## src/rtl/mbd_pkg.sv

```systemverilog
// Package: shared widths and the bus-mode type for the bus demultiplexer.
// Assumes: one address is exactly two bytes of the bus width.
package mbd_pkg;
    localparam int unsigned BYTE_W = 8;
    localparam int unsigned ADDR_W = 2 * BYTE_W;

    typedef enum logic {
        MODE_FLAT = 1'b0,
        MODE_PAGE = 1'b1
    } bus_mode_e;
endpackage

```

## src/rtl/mbd_addr_latch.sv

```systemverilog
// Module: address byte latch and address assembly.
// Does: follows the shared pins while the latch strobe is high and keeps the
// byte once it falls. It forms the full address with the multiplexed byte
// placed low (flat mode) or high (page mode).
// Assumes: inputs synchronous to clk; mode static between accesses.
module mbd_addr_latch #(
    parameter int unsigned BW = 8,
    localparam int unsigned AW = 2 * BW
) (
    input  logic          clk,
    input  logic          rst_n,
    input  logic          page_mode_i,
    input  logic          ale_i,
    input  logic [BW-1:0] ad_i,
    input  logic [BW-1:0] fix_i,
    output logic [AW-1:0] asm_addr_o
);
    logic [BW-1:0] held_q;
    logic [BW-1:0] mux_byte;

    // Capture the shared byte on every clock while the strobe is high.
    always_ff @(posedge clk) begin
        if (!rst_n)
            held_q <= '0;
        else if (ale_i)
            held_q <= ad_i;
    end

    // Transparent view: live pins while strobe high, held byte otherwise.
    always_comb mux_byte = ale_i ? ad_i : held_q;

    // Place the multiplexed byte according to the selected mode.
    generate
        if (AW == 2 * BW) begin : g_two_byte
            always_comb begin
                if (page_mode_i == mbd_pkg::MODE_PAGE)
                    asm_addr_o = {mux_byte, fix_i};
                else
                    asm_addr_o = {fix_i, mux_byte};
            end
        end
    endgenerate

    // The held byte moves only after a clock that saw the strobe high.
    p_hold_when_idle_r5: assert property (@(posedge clk) disable iff (!rst_n)
        !$past(ale_i) |-> $stable(held_q));
endmodule

```

## src/rtl/mbd_strobe_ctl.sv

```systemverilog
// Module: strobe edge detection for the demultiplexer.
// Does: flags a read start on the leading edge of either read strobe, a
// page-mode restart when the dedicated pins move during a read, and a write
// at the trailing edge of the write strobe.
// Assumes: strobes synchronous to clk and glitch free.
module mbd_strobe_ctl #(
    parameter int unsigned BW = 8
) (
    input  logic          clk,
    input  logic          rst_n,
    input  logic          page_mode_i,
    input  logic          rd_n_i,
    input  logic          psen_n_i,
    input  logic          wr_n_i,
    input  logic [BW-1:0] fix_i,
    output logic          rd_active_o,
    output logic          rd_go_o,
    output logic          wr_go_o
);
    logic          rd_act_q;
    logic          wr_n_q;
    logic [BW-1:0] fix_q;
    logic          rd_lead;
    logic          rd_move;

    // Either active-low read strobe counts as a read.
    always_comb rd_active_o = !rd_n_i || !psen_n_i;

    // Previous strobe levels and dedicated pins for edge and change detection.
    always_ff @(posedge clk) begin
        if (!rst_n) begin
            rd_act_q <= 1'b0;
            wr_n_q   <= 1'b1;
            fix_q    <= '0;
        end else begin
            rd_act_q <= rd_active_o;
            wr_n_q   <= wr_n_i;
            fix_q    <= fix_i;
        end
    end

    // Read start and page-mode restart conditions.
    always_comb begin
        rd_lead = rd_active_o && !rd_act_q;
        rd_move = page_mode_i && rd_active_o && rd_act_q && (fix_i != fix_q);
        rd_go_o = rd_lead || rd_move;
        wr_go_o = wr_n_i && !wr_n_q;
    end

    // A read request always comes with a live read strobe.
    p_go_needs_strobe_r6: assert property (@(posedge clk) disable iff (!rst_n)
        rd_go_o |-> rd_active_o);
    // A write is flagged only on the low-to-high edge of the write strobe.
    p_wr_edge_r8: assert property (@(posedge clk) disable iff (!rst_n)
        wr_go_o |-> (wr_n_i && !$past(wr_n_i)));
endmodule

```

## src/rtl/mux_bus_demux.sv

```systemverilog
// Module: top of the multiplexed-bus demultiplexer.
// Does: combines latch and strobe control, registers the access address,
// read request, write pulse and write data, and drives read data back on the
// shared pins under an output enable.
// Assumes: bus inputs synchronous to clk; a write edge wins over a read start
// in the same cycle.
module mux_bus_demux #(
    parameter int unsigned BW = mbd_pkg::BYTE_W,
    localparam int unsigned AW = 2 * BW
) (
    input  logic          clk,
    input  logic          rst_n,
    input  logic          page_mode_i,
    input  logic          ale_i,
    input  logic          rd_n_i,
    input  logic          psen_n_i,
    input  logic          wr_n_i,
    input  logic [BW-1:0] ad_i,
    input  logic [BW-1:0] fix_i,
    output logic [BW-1:0] ad_o,
    output logic          ad_oe_o,
    output logic [AW-1:0] mem_addr_o,
    output logic          mem_rd_o,
    input  logic [BW-1:0] mem_rd_data_i,
    output logic          mem_wr_o,
    output logic [BW-1:0] mem_wdata_o
);
    logic [AW-1:0] asm_addr;
    logic          rd_active;
    logic          rd_go;
    logic          wr_go;

    mbd_addr_latch #(.BW(BW)) u_latch (
        .clk         (clk),
        .rst_n       (rst_n),
        .page_mode_i (page_mode_i),
        .ale_i       (ale_i),
        .ad_i        (ad_i),
        .fix_i       (fix_i),
        .asm_addr_o  (asm_addr)
    );

    mbd_strobe_ctl #(.BW(BW)) u_strobe (
        .clk         (clk),
        .rst_n       (rst_n),
        .page_mode_i (page_mode_i),
        .rd_n_i      (rd_n_i),
        .psen_n_i    (psen_n_i),
        .wr_n_i      (wr_n_i),
        .fix_i       (fix_i),
        .rd_active_o (rd_active),
        .rd_go_o     (rd_go),
        .wr_go_o     (wr_go)
    );

    // Register the access: address on any start, data on a write edge.
    always_ff @(posedge clk) begin
        if (!rst_n) begin
            mem_addr_o  <= '0;
            mem_rd_o    <= 1'b0;
            mem_wr_o    <= 1'b0;
            mem_wdata_o <= '0;
        end else begin
            mem_wr_o <= wr_go;
            mem_rd_o <= rd_go && !wr_go;
            if (wr_go || rd_go)
                mem_addr_o <= asm_addr;
            if (wr_go)
                mem_wdata_o <= ad_i;
        end
    end

    // Drive the shared pins only during the data phase of a read.
    always_comb begin
        ad_oe_o = rd_active && !ale_i;
        ad_o    = ad_oe_o ? mem_rd_data_i : '0;
    end

    // The write pulse lasts one cycle.
    p_wr_single_r8: assert property (@(posedge clk) disable iff (!rst_n)
        mem_wr_o |=> !mem_wr_o);
    // The enable is never on without a read strobe.
    p_oe_needs_strobe_r7: assert property (@(posedge clk) disable iff (!rst_n)
        ad_oe_o |-> (!rd_n_i || !psen_n_i));
    // Read request and write pulse never overlap.
    p_rd_wr_apart_r6: assert property (@(posedge clk) disable iff (!rst_n)
        $countones({mem_rd_o, mem_wr_o}) <= 1);
    // A read request follows a cycle with a read strobe low.
    p_rd_after_strobe_r6: assert property (@(posedge clk) disable iff (!rst_n)
        mem_rd_o |-> $past(!rd_n_i || !psen_n_i));
endmodule

```

## config.mk

```make
export PLATFORM = sky130hd
export DESIGN_NAME = mux_bus_demux
export DESIGN_NICKNAME = d
export VERILOG_FILES = /design/src/rtl/mbd_pkg.sv /design/src/rtl/mbd_addr_latch.sv /design/src/rtl/mbd_strobe_ctl.sv /design/src/rtl/mux_bus_demux.sv
export SDC_FILE = /design/constraint.sdc
export NUM_CORES = 1
export LEC_CHECK = 0
export BUFFER_PORTS_ARGS = -buffer_cell sky130_fd_sc_hd__clkbuf_2
export CAP_MARGIN = 20
export CORE_ASPECT_RATIO = 1.2
export CORE_MARGIN = 8
export CORE_UTILIZATION = 53
export DETAILED_ROUTE_END_ITERATION = 12
export GPL_TIMING_DRIVEN = 0
export PLACE_DENSITY_LB_ADDON = 0.15
export SKIP_CTS_REPAIR_TIMING = 1
export SYNTH_ARGS = -nofsm -noshare
export SYNTH_HDL_FRONTEND = slang
export SYNTH_SLANG_ARGS = --single-unit
export TNS_END_PERCENT = 1
```

## constraint.sdc

```tcl
create_clock -name clk -period 2.94 [get_ports clk]
set_input_delay 0.588 -clock clk [delete_from_list [all_inputs] [get_ports clk]]
set_output_delay 0.588 -clock clk [all_outputs]
set_load 0.1 [all_outputs]
```

==> results.md, run 1 <==
- The flow ran to the end, and the final reports show no timing, DRC or antenna violations.
- For the pin with the worst max-slew slack, the measured transition is roughly 0.55 ns.
- The critical path is of the in -> out type.
- The worst endpoint required time is 2.35 ns.
- The area added between synthesis and finish is 24.7%.
- The number of nets in the synthesized netlist is 240.
- The final period demand of the worst path is approximately 2.2 ns.
- In the routed layout, each cell is associated on average with a via count of ~5.
- The number of endpoints failing setup at the final stage is 0.
- The wire-length estimate of the detail-placed layout is about 3500 um.
- After floorplanning, the core was divided into 23 placement rows.
- The clock buffer count from CTS is 5.
- For this block, the routed nets add up to ~4400 um of wire.
- In the final design database the tool counted ~310 nets.
- The category of the worst setup path launch point is an input port.
- Internal power comes to just over 0.9 mW.
- Of the cells placed in the final design, the portion with a size suffix greater than 1 is a little over a quarter.
- The overall die area is around 5700 sq um.
- The first TritonRoute pass finished after 4 iterations.
- The slowest stage of the critical path is the sky130_fd_sc_hd__clkbuf_2 cell.
- The type of the most critical hold path is reg -> reg.
- The sequential fraction of design power is between 40 and 50%.
- The wire length of the first global-routing pass is ~7300 um.
- The netlist area before placement is around 1900 sq um.
- The I/O pin total is between 60 and 70.
- For this design the static power due to leakage is between 1 and 1.5 nW.
- The tightest hold margin is between 0.4 and 0.5 ns.
- Of the total power, the share spent switching nets is between 30% and 40%.
- The number of distinct standard cells referenced by the synthesized netlist is 19.
- The worst pin sits at a relative slew slack of between 60% and 70%.
- The overall die height is just over 80 um.
- The completed layout was analyzed and its total power is ~1.5 mW.
- Synthesis inferred 44 register bits.
- The average instance in the mapped netlist occupies 8.97 sq um.
- The worst register-to-register path has a setup slack of 1.45 ns.
- The final critical path takes up 75.7% of the cycle.
- The count of H-tree levels built during CTS is 2.
- The maximum count of clock buffers along a single path is 2.
- The share of the yosys chip area belonging to registers is between 40% and 50%.
- Setup total negative slack on the finished layout was measured at 0 ns.
- Once detail routing completed, the nets flagged for antenna violations numbered 0.
- The DRC violations left is 0.
- The upper clock frequency limit is around 0.45 GHz.
- The combined buffer and inverter count along the critical path is 2.
- TritonCTS built the clock tree.
- The master cell of the clock root buffer is sky130_fd_sc_hd__clkbuf_8.
- Walking the worst path, the cells encountered are buf_2 -> a21oi_4 -> and2_1 -> clkbuf_2.
- The maximum vdd drop is about 0.00051 V.
- The setup clock skew after layout is between 0.004 and 0.005 ns.
- The clock network burns 27.2% of the power.
- Global routing used about 16% of the available tracks across all layers.
- Setup repair after global routing left no endpoint under its margin.
- The effective utilization at floorplan is between 50 and 60%.
- The logic gate share of total power is around 28%.
- For this run, the number of Yosys warnings is 0.
- The maximum fanout encountered on the critical timing path is 9.
- The placeable core region is around 3400 sq um.
- After global routing the overflow that remains totals 0.
- Across the run, the number of max-cap violations was 0.
- The maximum number of pins on one net before global-route repair is 13.
- The total power divided by cell area is about 630 nW/um^2.
- After clock tree synthesis, the clock-pin slew on the worst setup and hold paths is approximately 0.070 ns.
- The net load switching power is around 0.53 mW.
- The count of buffers inserted at the top-level ports is between 60 and 70.
- The repair_antennas step left the layout with diodes totalling 0.
- The final-report hold violation count is 0.
- The synthesized design devotes to its leading area cell type between 40% and 50% of total area.
- The via count is ~1600.
- The max-slew violation total from the final report is 0.
- The maximum single-stage delay on the critical path is roughly 0.46 ns.
- The insertion delay of the later-clocked pin in the worst-skew pair is 0.29 ns.
- The cell class contributing the biggest share of worst-path delay is buffers and inverters.
- The post-synthesis cell type with the largest combined area is sky130_fd_sc_hd__dfxtp_1.
- The number of global-route vias before repair is 1628.
- Data arrives at the worst endpoint at ~1.6 ns.
- The final weighted congestion in routability-driven placement is between 0.7 and 0.8.
- The horizontal extent of the die is around 70 um.
- Ranked by total cell area, the synthesized netlist is headed by sky130_fd_sc_hd__dfxtp_1, sky130_fd_sc_hd__mux2i_1, sky130_fd_sc_hd__nand2_1.
- The detailed router finished its first iteration with 66 violations.
- The final routed wire length divided by cell count is about 14 um.
- The worst setup path is captured at an output port.
- The number of sinks on the clock net is 44.
- The number of antenna violations at the first check in global routing is 0.
- Synthesis handed over a netlist of 209 instances.
[layout make-up]
| type | count | area (sq um) |
|---|---|---|
| multi-input cells | 150 | 940 |
| flip-flops and latches | 44 | 881 |
| plain buffers | 15 | 66.3 |
| clock buffers | 7 | 96.3 |
| fillers | 275 | 1030 |
| repair buffers | 62 | 310 |
| well taps | 37 | 46.3 |
[power groups by stage]
stage | logic (mW) | registers, mW | clock network (mW)
2_1_floorplan | 0.162 | 0.839 | 0
3_3_place_gp | 0.416 | 0.663 | 0
3_5_place_dp | 0.419 | 0.664 | 0
4_1_cts | 0.420 | 0.651 | 0.408
5_1_grt | 0.440 | 0.654 | 0.436
6_report | 0.417 | 0.651 | 0.398
[cells in the mapped netlist]
library cell,instances
sky130_fd_sc_hd__buf_6,1
sky130_fd_sc_hd__nand2b_1,3
sky130_fd_sc_hd__buf_1,1
sky130_fd_sc_hd__nor2b_1,9
sky130_fd_sc_hd__o21ai_0,8
sky130_fd_sc_hd__a21boi_0,7
sky130_fd_sc_hd__xnor2_1,8
sky130_fd_sc_hd__a21boi_1,1
sky130_fd_sc_hd__clkbuf_1,11
sky130_fd_sc_hd__buf_2,2
sky130_fd_sc_hd__dfxtp_1,44
sky130_fd_sc_hd__nand3_4,1
sky130_fd_sc_hd__o211ai_2,1
sky130_fd_sc_hd__a21oi_1,2
sky130_fd_sc_hd__and2_1,18
sky130_fd_sc_hd__o211ai_1,8
sky130_fd_sc_hd__nand2_1,58
sky130_fd_sc_hd__nand4_1,2
sky130_fd_sc_hd__mux2i_1,24
[metal layers]
layer | vias to the layer above | routed length (um) | part of all wire, % | global-route usage [%]
met5 | - | 0 | 0 | 0
met2 | 41 | 2220 | 51 | 27.6
met4 | 0 | 85 | 1.9 | 6.04
met1 | 689 | 1820 | 42 | 16.7
met3 | 9 | 260 | 5.9 | 6.21
li1 | 821 | - | - | -
[placed cells by master (no fill, tap or decap)]
cell | synthesis | final
sky130_fd_sc_hd__nand4_1 | 2 | 2
sky130_fd_sc_hd__buf_6 | 1 | 1
sky130_fd_sc_hd__clkbuf_8 | 0 | 7
sky130_fd_sc_hd__clkbuf_1 | 11 | 11
sky130_fd_sc_hd__nand2_1 | 58 | 58
sky130_fd_sc_hd__a21oi_1 | 2 | 1
sky130_fd_sc_hd__xnor2_1 | 8 | 8
sky130_fd_sc_hd__o211ai_2 | 1 | 1
sky130_fd_sc_hd__nand2b_1 | 3 | 3
sky130_fd_sc_hd__a21boi_0 | 7 | 7
sky130_fd_sc_hd__a21oi_4 | 0 | 1
sky130_fd_sc_hd__a21boi_1 | 1 | 1
sky130_fd_sc_hd__buf_2 | 2 | 2
sky130_fd_sc_hd__and2_1 | 18 | 18
sky130_fd_sc_hd__nand3_4 | 1 | 1
sky130_fd_sc_hd__dfxtp_1 | 44 | 44
sky130_fd_sc_hd__clkbuf_2 | 0 | 62
sky130_fd_sc_hd__nor2b_1 | 9 | 9
sky130_fd_sc_hd__buf_1 | 1 | 1
sky130_fd_sc_hd__o21ai_0 | 8 | 8
sky130_fd_sc_hd__mux2i_1 | 24 | 24
sky130_fd_sc_hd__o211ai_1 | 8 | 8
[worst min-delay path, delay by kind of cell, from the launching register on]
kind               cells  cell delay (ns)
AOI/OAI and AO/OA      1             0.05
DFF                    1             0.31
and+or+nand+nor        1             0.05
[path summary, 6_finish.rpt]
| kind | start | endpoint | cells past startpoint |
|---|---|---|---|
| setup / recovery | ale_i | ad_o[0] | 4 |
| hold reg to reg | mem_wdata_o[4] | mem_wdata_o[4] | 2 |
| setup reg to reg | u_strobe.fix_q[7] | mem_addr_o[14] | 6 |
| hold / removal | mem_wdata_o[4] | mem_wdata_o[4] | 2 |
[registers in the layout (all words and copies together), names as in the netlist]
register	cells
mem_wdata_o	8
u_strobe.rd_act_q	1
mem_rd_o	1
mem_addr_o	16
u_strobe.fix_q	8
u_latch.held_q	8
mem_wr_o	1
u_strobe.wr_n_q	1
[stage by stage]
| stage | util (%) | cell area (sq um) | setup slack (ns) | cells |
|---|---|---|---|---|
| after floorplan | - | 1890 | 0.0980 | 209 |
| after CTS | 69.5 | 2340 | 0.701 | 315 |
| after global placement | 66.6 | 2240 | 0.736 | 308 |
| final | 69.5 | 2340 | 0.714 | 315 |
| after global routing | 69.5 | 2340 | 0.653 | 315 |
| after detailed placement | 66.6 | 2240 | 0.705 | 308 |
[cells by family (layout without fill, tap and decap cells)]
kind of cell | Yosys count | in the layout | share of synthesized area [%]
xor+xnor | 8 | 8 | 3.74
flops | 44 | 44 | 47.0
compound gates | 27 | 27 | 9.74
buf+inv | 15 | 84 | 3.54
simple gates | 91 | 91 | 23.2
mux | 24 | 24 | 12.8
Power figures use the tool's default switching activity.
==> run 2: changes to the inputs <==
--- a/config.mk
+++ b/config.mk
@@ -9,7 +9,7 @@
 export CAP_MARGIN = 20
 export CORE_ASPECT_RATIO = 1.2
 export CORE_MARGIN = 8
-export CORE_UTILIZATION = 53
+export CORE_UTILIZATION = 44
 export DETAILED_ROUTE_END_ITERATION = 12
 export GPL_TIMING_DRIVEN = 0
 export PLACE_DENSITY_LB_ADDON = 0.15
==> constraint.sdc (replaced) <==
create_clock -name clk -period 1.96 [get_ports clk]
set_input_delay 0.392 -clock clk [delete_from_list [all_inputs] [get_ports clk]]
set_output_delay 0.392 -clock clk [all_outputs]
set_load 0.1 [all_outputs]
==> run 2 against run 1 <==
Cell count increased by 6.0%. Non-clock buffer count unchanged. Clock power increased by 32%. Utilization decreased by 12 points. Sequential power increased by 50%. Worst hold slack got worse by 0.13 ns. Highest routed layer unchanged. Power increased by 46%. Clock-buffer cell count decreased by 1. Cell area increased by 1.7%. Worst setup slack got worse by 0.53 ns. Critical path depth unchanged.
==> results.md, run 2 (synthesized netlist as in run 1, its figures left out) <==
- The number of standard cells in the final layout excluding fillers was 334 (+6.0%).
- The clock slew seen by the registers of the worst setup and hold paths is 0.07 ns (about the same).
- Setup repair after global routing left no endpoint under its margin.
- The violation count after the first detailed-route iteration is 41 (-38%).
- The maximum single-stage delay on the critical path is 0.45 ns (about the same).
- The number of sinks on the clock net is 44 (unchanged).
- The placed instance area was 2300 sq um (+2.6%).
- TritonCTS built the clock tree.
- The worst hold path stage count is 2 (unchanged).
- The setup clock skew after layout is 0.00666 ns (+0.00199 ns).
- The total instance count after detailed placement was 327 (+6.2%).
- The startpoint identified for the worst register-to-register timing path is u_strobe.fix_q[4].
- The critical path endpoint category is an output port.
- The max-slew violation total from the final report was 0 (unchanged).
- The upper clock frequency limit is 0.563 GHz.
- The fraction of power consumed by the clock network was 24.6% (-2.6 points).
- Walking the worst path, the cells encountered are clkbuf_2 -> a21oi_4 -> and2_4 -> clkbuf_2.
- The placement row count was 26 (+13%).
- The register with the most flip-flops in the final layout is mem_addr_o.
- The cell occurring most often along the worst timing path is sky130_fd_sc_hd__clkbuf_2.
- The master cell of the clock root buffer is sky130_fd_sc_hd__clkbuf_8.
- The via count is 1600 (+2.6%).
- The source of the worst hold timing path is wr_n_i.
- The end of the worst hold path is u_strobe.wr_n_q.
- The remaining antenna violation count after routing is 0 (unchanged).
- The proportion of layout cells with a drive suffix above 1 is 29.5% (+2.5 points).
- The final-report hold violation count is 0 (unchanged).
- The maximum count of clock buffers along a single path is 2 (unchanged).
- The sequential fraction of design power is 45.6% (+1.2 points).
- For this design, the slowest cell found on the critical path is sky130_fd_sc_hd__clkbuf_2.
- The sum of negative setup slack was 0 ns (unchanged).
- The length in cells of the worst reg-to-reg path was 6 (unchanged).
- The detailed placement HPWL is 3520 um (-0.18%).
- The maximum number of pins on one net before global-route repair is 13 (unchanged).
- The worst slack at placement came to 0.177 ns (-0.528 ns).
- The slew at the pin with the worst max-slew slack is 0.551 ns (+0.00461 ns).
- The area added between synthesis and finish is 26.9%.
- The I/O pin total is 66 (unchanged).
- The share of total power consumed by net switching is 37.2% (+1.1 points).
- The final routed wire length divided by cell count is 13.1 um (-6.0%).
- The mean number of vias per cell was 4.79 (-3.3%).
- The utilization of the core after routing is 57.2% (-12 points).
- The number of global-route vias before repair is 1532 (-5.9%).
- The library cell used most frequently in the layout, excluding fill and tap cells, is sky130_fd_sc_hd__clkbuf_2.
- The placeable core region is 4160 sq um (+24%).
- The final routed wirelength across all metal layers is 4370 um (-0.36%).
- The final design instance area without fill is 2380 sq um (+1.7%).
- The flip-flop count of the largest register, all copies and words added is 16 (unchanged).
- The final weighted congestion in routability-driven placement is 0.799 (+1.7%).
- The effective utilization at floorplan is 45.0% (-11 points).
- The final period demand of the worst path is roughly 1.8 ns.
- The logic gate share of total power came to 29.8% (+1.4 points).
- In the layout the commonest cells are sky130_fd_sc_hd__clkbuf_2, sky130_fd_sc_hd__nand2_1, sky130_fd_sc_hd__dfxtp_1, sky130_fd_sc_hd__mux2i_1, sky130_fd_sc_hd__clkbuf_1.
- The worst relative slew slack came to 63.4% (-0.31 points).
- The category of the worst setup path launch point is an input port.
- The number of antenna violations at the first check in global routing came to 0 (unchanged).
- The net load switching power is 0.796 mW (+50%).
- The overall routing resource usage is 14.2% (-1.5 points).
- The arrival time of the worst setup path is 1.38 ns (-0.26 ns).
- The count of H-tree levels built during CTS is 2 (unchanged).
- The DRC violations left is 0 (unchanged).
- The total congestion overflow after global routing was 0 (unchanged).
- The number of endpoints failing setup at the final stage is 0 (unchanged).
- The reported max-cap violation count is 0 (unchanged).
- The design internal power is 1.34 mW (+43%).
- The maximum fanout encountered on the critical timing path is 9 (unchanged).
- The final antenna diode count came to 0 (unchanged).
- The net count reported at finish came to 309 (unchanged).
- The overall die area came to 6620 sq um (+16%).
- The total power divided by cell area is 898 nW/um^2 (+43%).
- The final critical path takes up between 90 and 100% of the cycle.
- The type of the most critical hold path is in -> reg.
- The maximum vdd drop came to 0.000351 V (-32%).
- The start-to-end type of the worst setup path is in -> out.
- The flow ran to the end, and the final reports show no timing, DRC or antenna violations.
- The end of the worst register-to-register path is mem_addr_o[10].
- The leakage power total came to 1.11 nW (+0.93%).
- The worst-case setup margin in the final layout is 0.184 ns (-0.530 ns).
- The total iterations of the first detailed-routing run is 4 (unchanged).
- The wire length of the first global-routing pass is 7170 um (-1.7%).
- The clock buffer count from CTS was 5 (unchanged).
- The horizontal extent of the die is 75.6 um (+7.5%).
- The insertion delay of the later-clocked pin in the worst-skew pair came to 0.29 ns (about the same).
- The overall die height is 87.5 um (+7.8%).
- The count of buffers inserted at the top-level ports is 62 (unchanged).
- The worst endpoint required time is 1.57 ns (-0.78 ns).
- The minimum setup slack among reg-to-reg paths is 0.44 ns (-1.01 ns).
run 2: changes by cell type in the layout (fill, tap and decap cells not counted), sizes merged:
cell    change
clkbuf      -1
clkinv      +1
run 2: how the worst max path moves through the flow:
| stage | startpoint | to | slack, ns |
|---|---|---|---|
| 2_1_floorplan | ale_i | ad_o[0] | -0.06 |
| 3_3_place_gp | rd_n_i | ad_o[1] | 0.19 |
| 3_5_place_dp | rd_n_i | ad_o[7] | 0.18 |
| 4_1_cts | rd_n_i | ad_o[7] | 0.18 |
| 5_1_grt | rd_n_i | ad_o[7] | 0.13 |
| 6_report | rd_n_i | ad_o[6] | 0.18 |
run 2: power groups by stage:
stage	logic [mW]	registers, mW	clock network, mW
after floorplan	0.255	1.26	0
after global placement	0.639	0.994	0
after detailed placement	0.642	0.996	0
after CTS	0.644	0.975	0.542
after global routing	0.672	0.982	0.589
final	0.637	0.974	0.526
run 2: per-layer routing:
metal / routed length, um / part of all wire [%] / GRT usage [%]
met4: 100 / 2.3 / 5.78
met5: 0 / 0 / 0
met2: 1940 / 44 / 22.9
met1: 1840 / 42 / 15.9
met3: 485 / 11 / 5.88
run 2: final cells by class:
cell class	count	area [sq um]
Fill cell	436	1780
Multi-Input combinational cell	150	960
Sequential cell	44	881
Timing Repair Buffer	62	310
Buffer	15	81.3
Clock buffer	6	72.6
Tap cell	56	70.1
Clock inverter	1	5.00
run 2: metrics by stage:
stage | hold slack, ns | total power [mW]
finish | 0.328 | 2.14
detailed placement | 0.447 | 1.64
global route | 0.309 | 2.24
CTS | 0.313 | 2.16
floorplan | 0.492 | 1.51
global placement | 0.444 | 1.63
run 2: worst max-delay path: cells and delay by family:
family | cells | cell delay, ns
AO/OA/AOI/OAI | 1 | 0.25
AND/OR/NAND/NOR | 1 | 0.18
buffers and inverters | 2 | 0.56
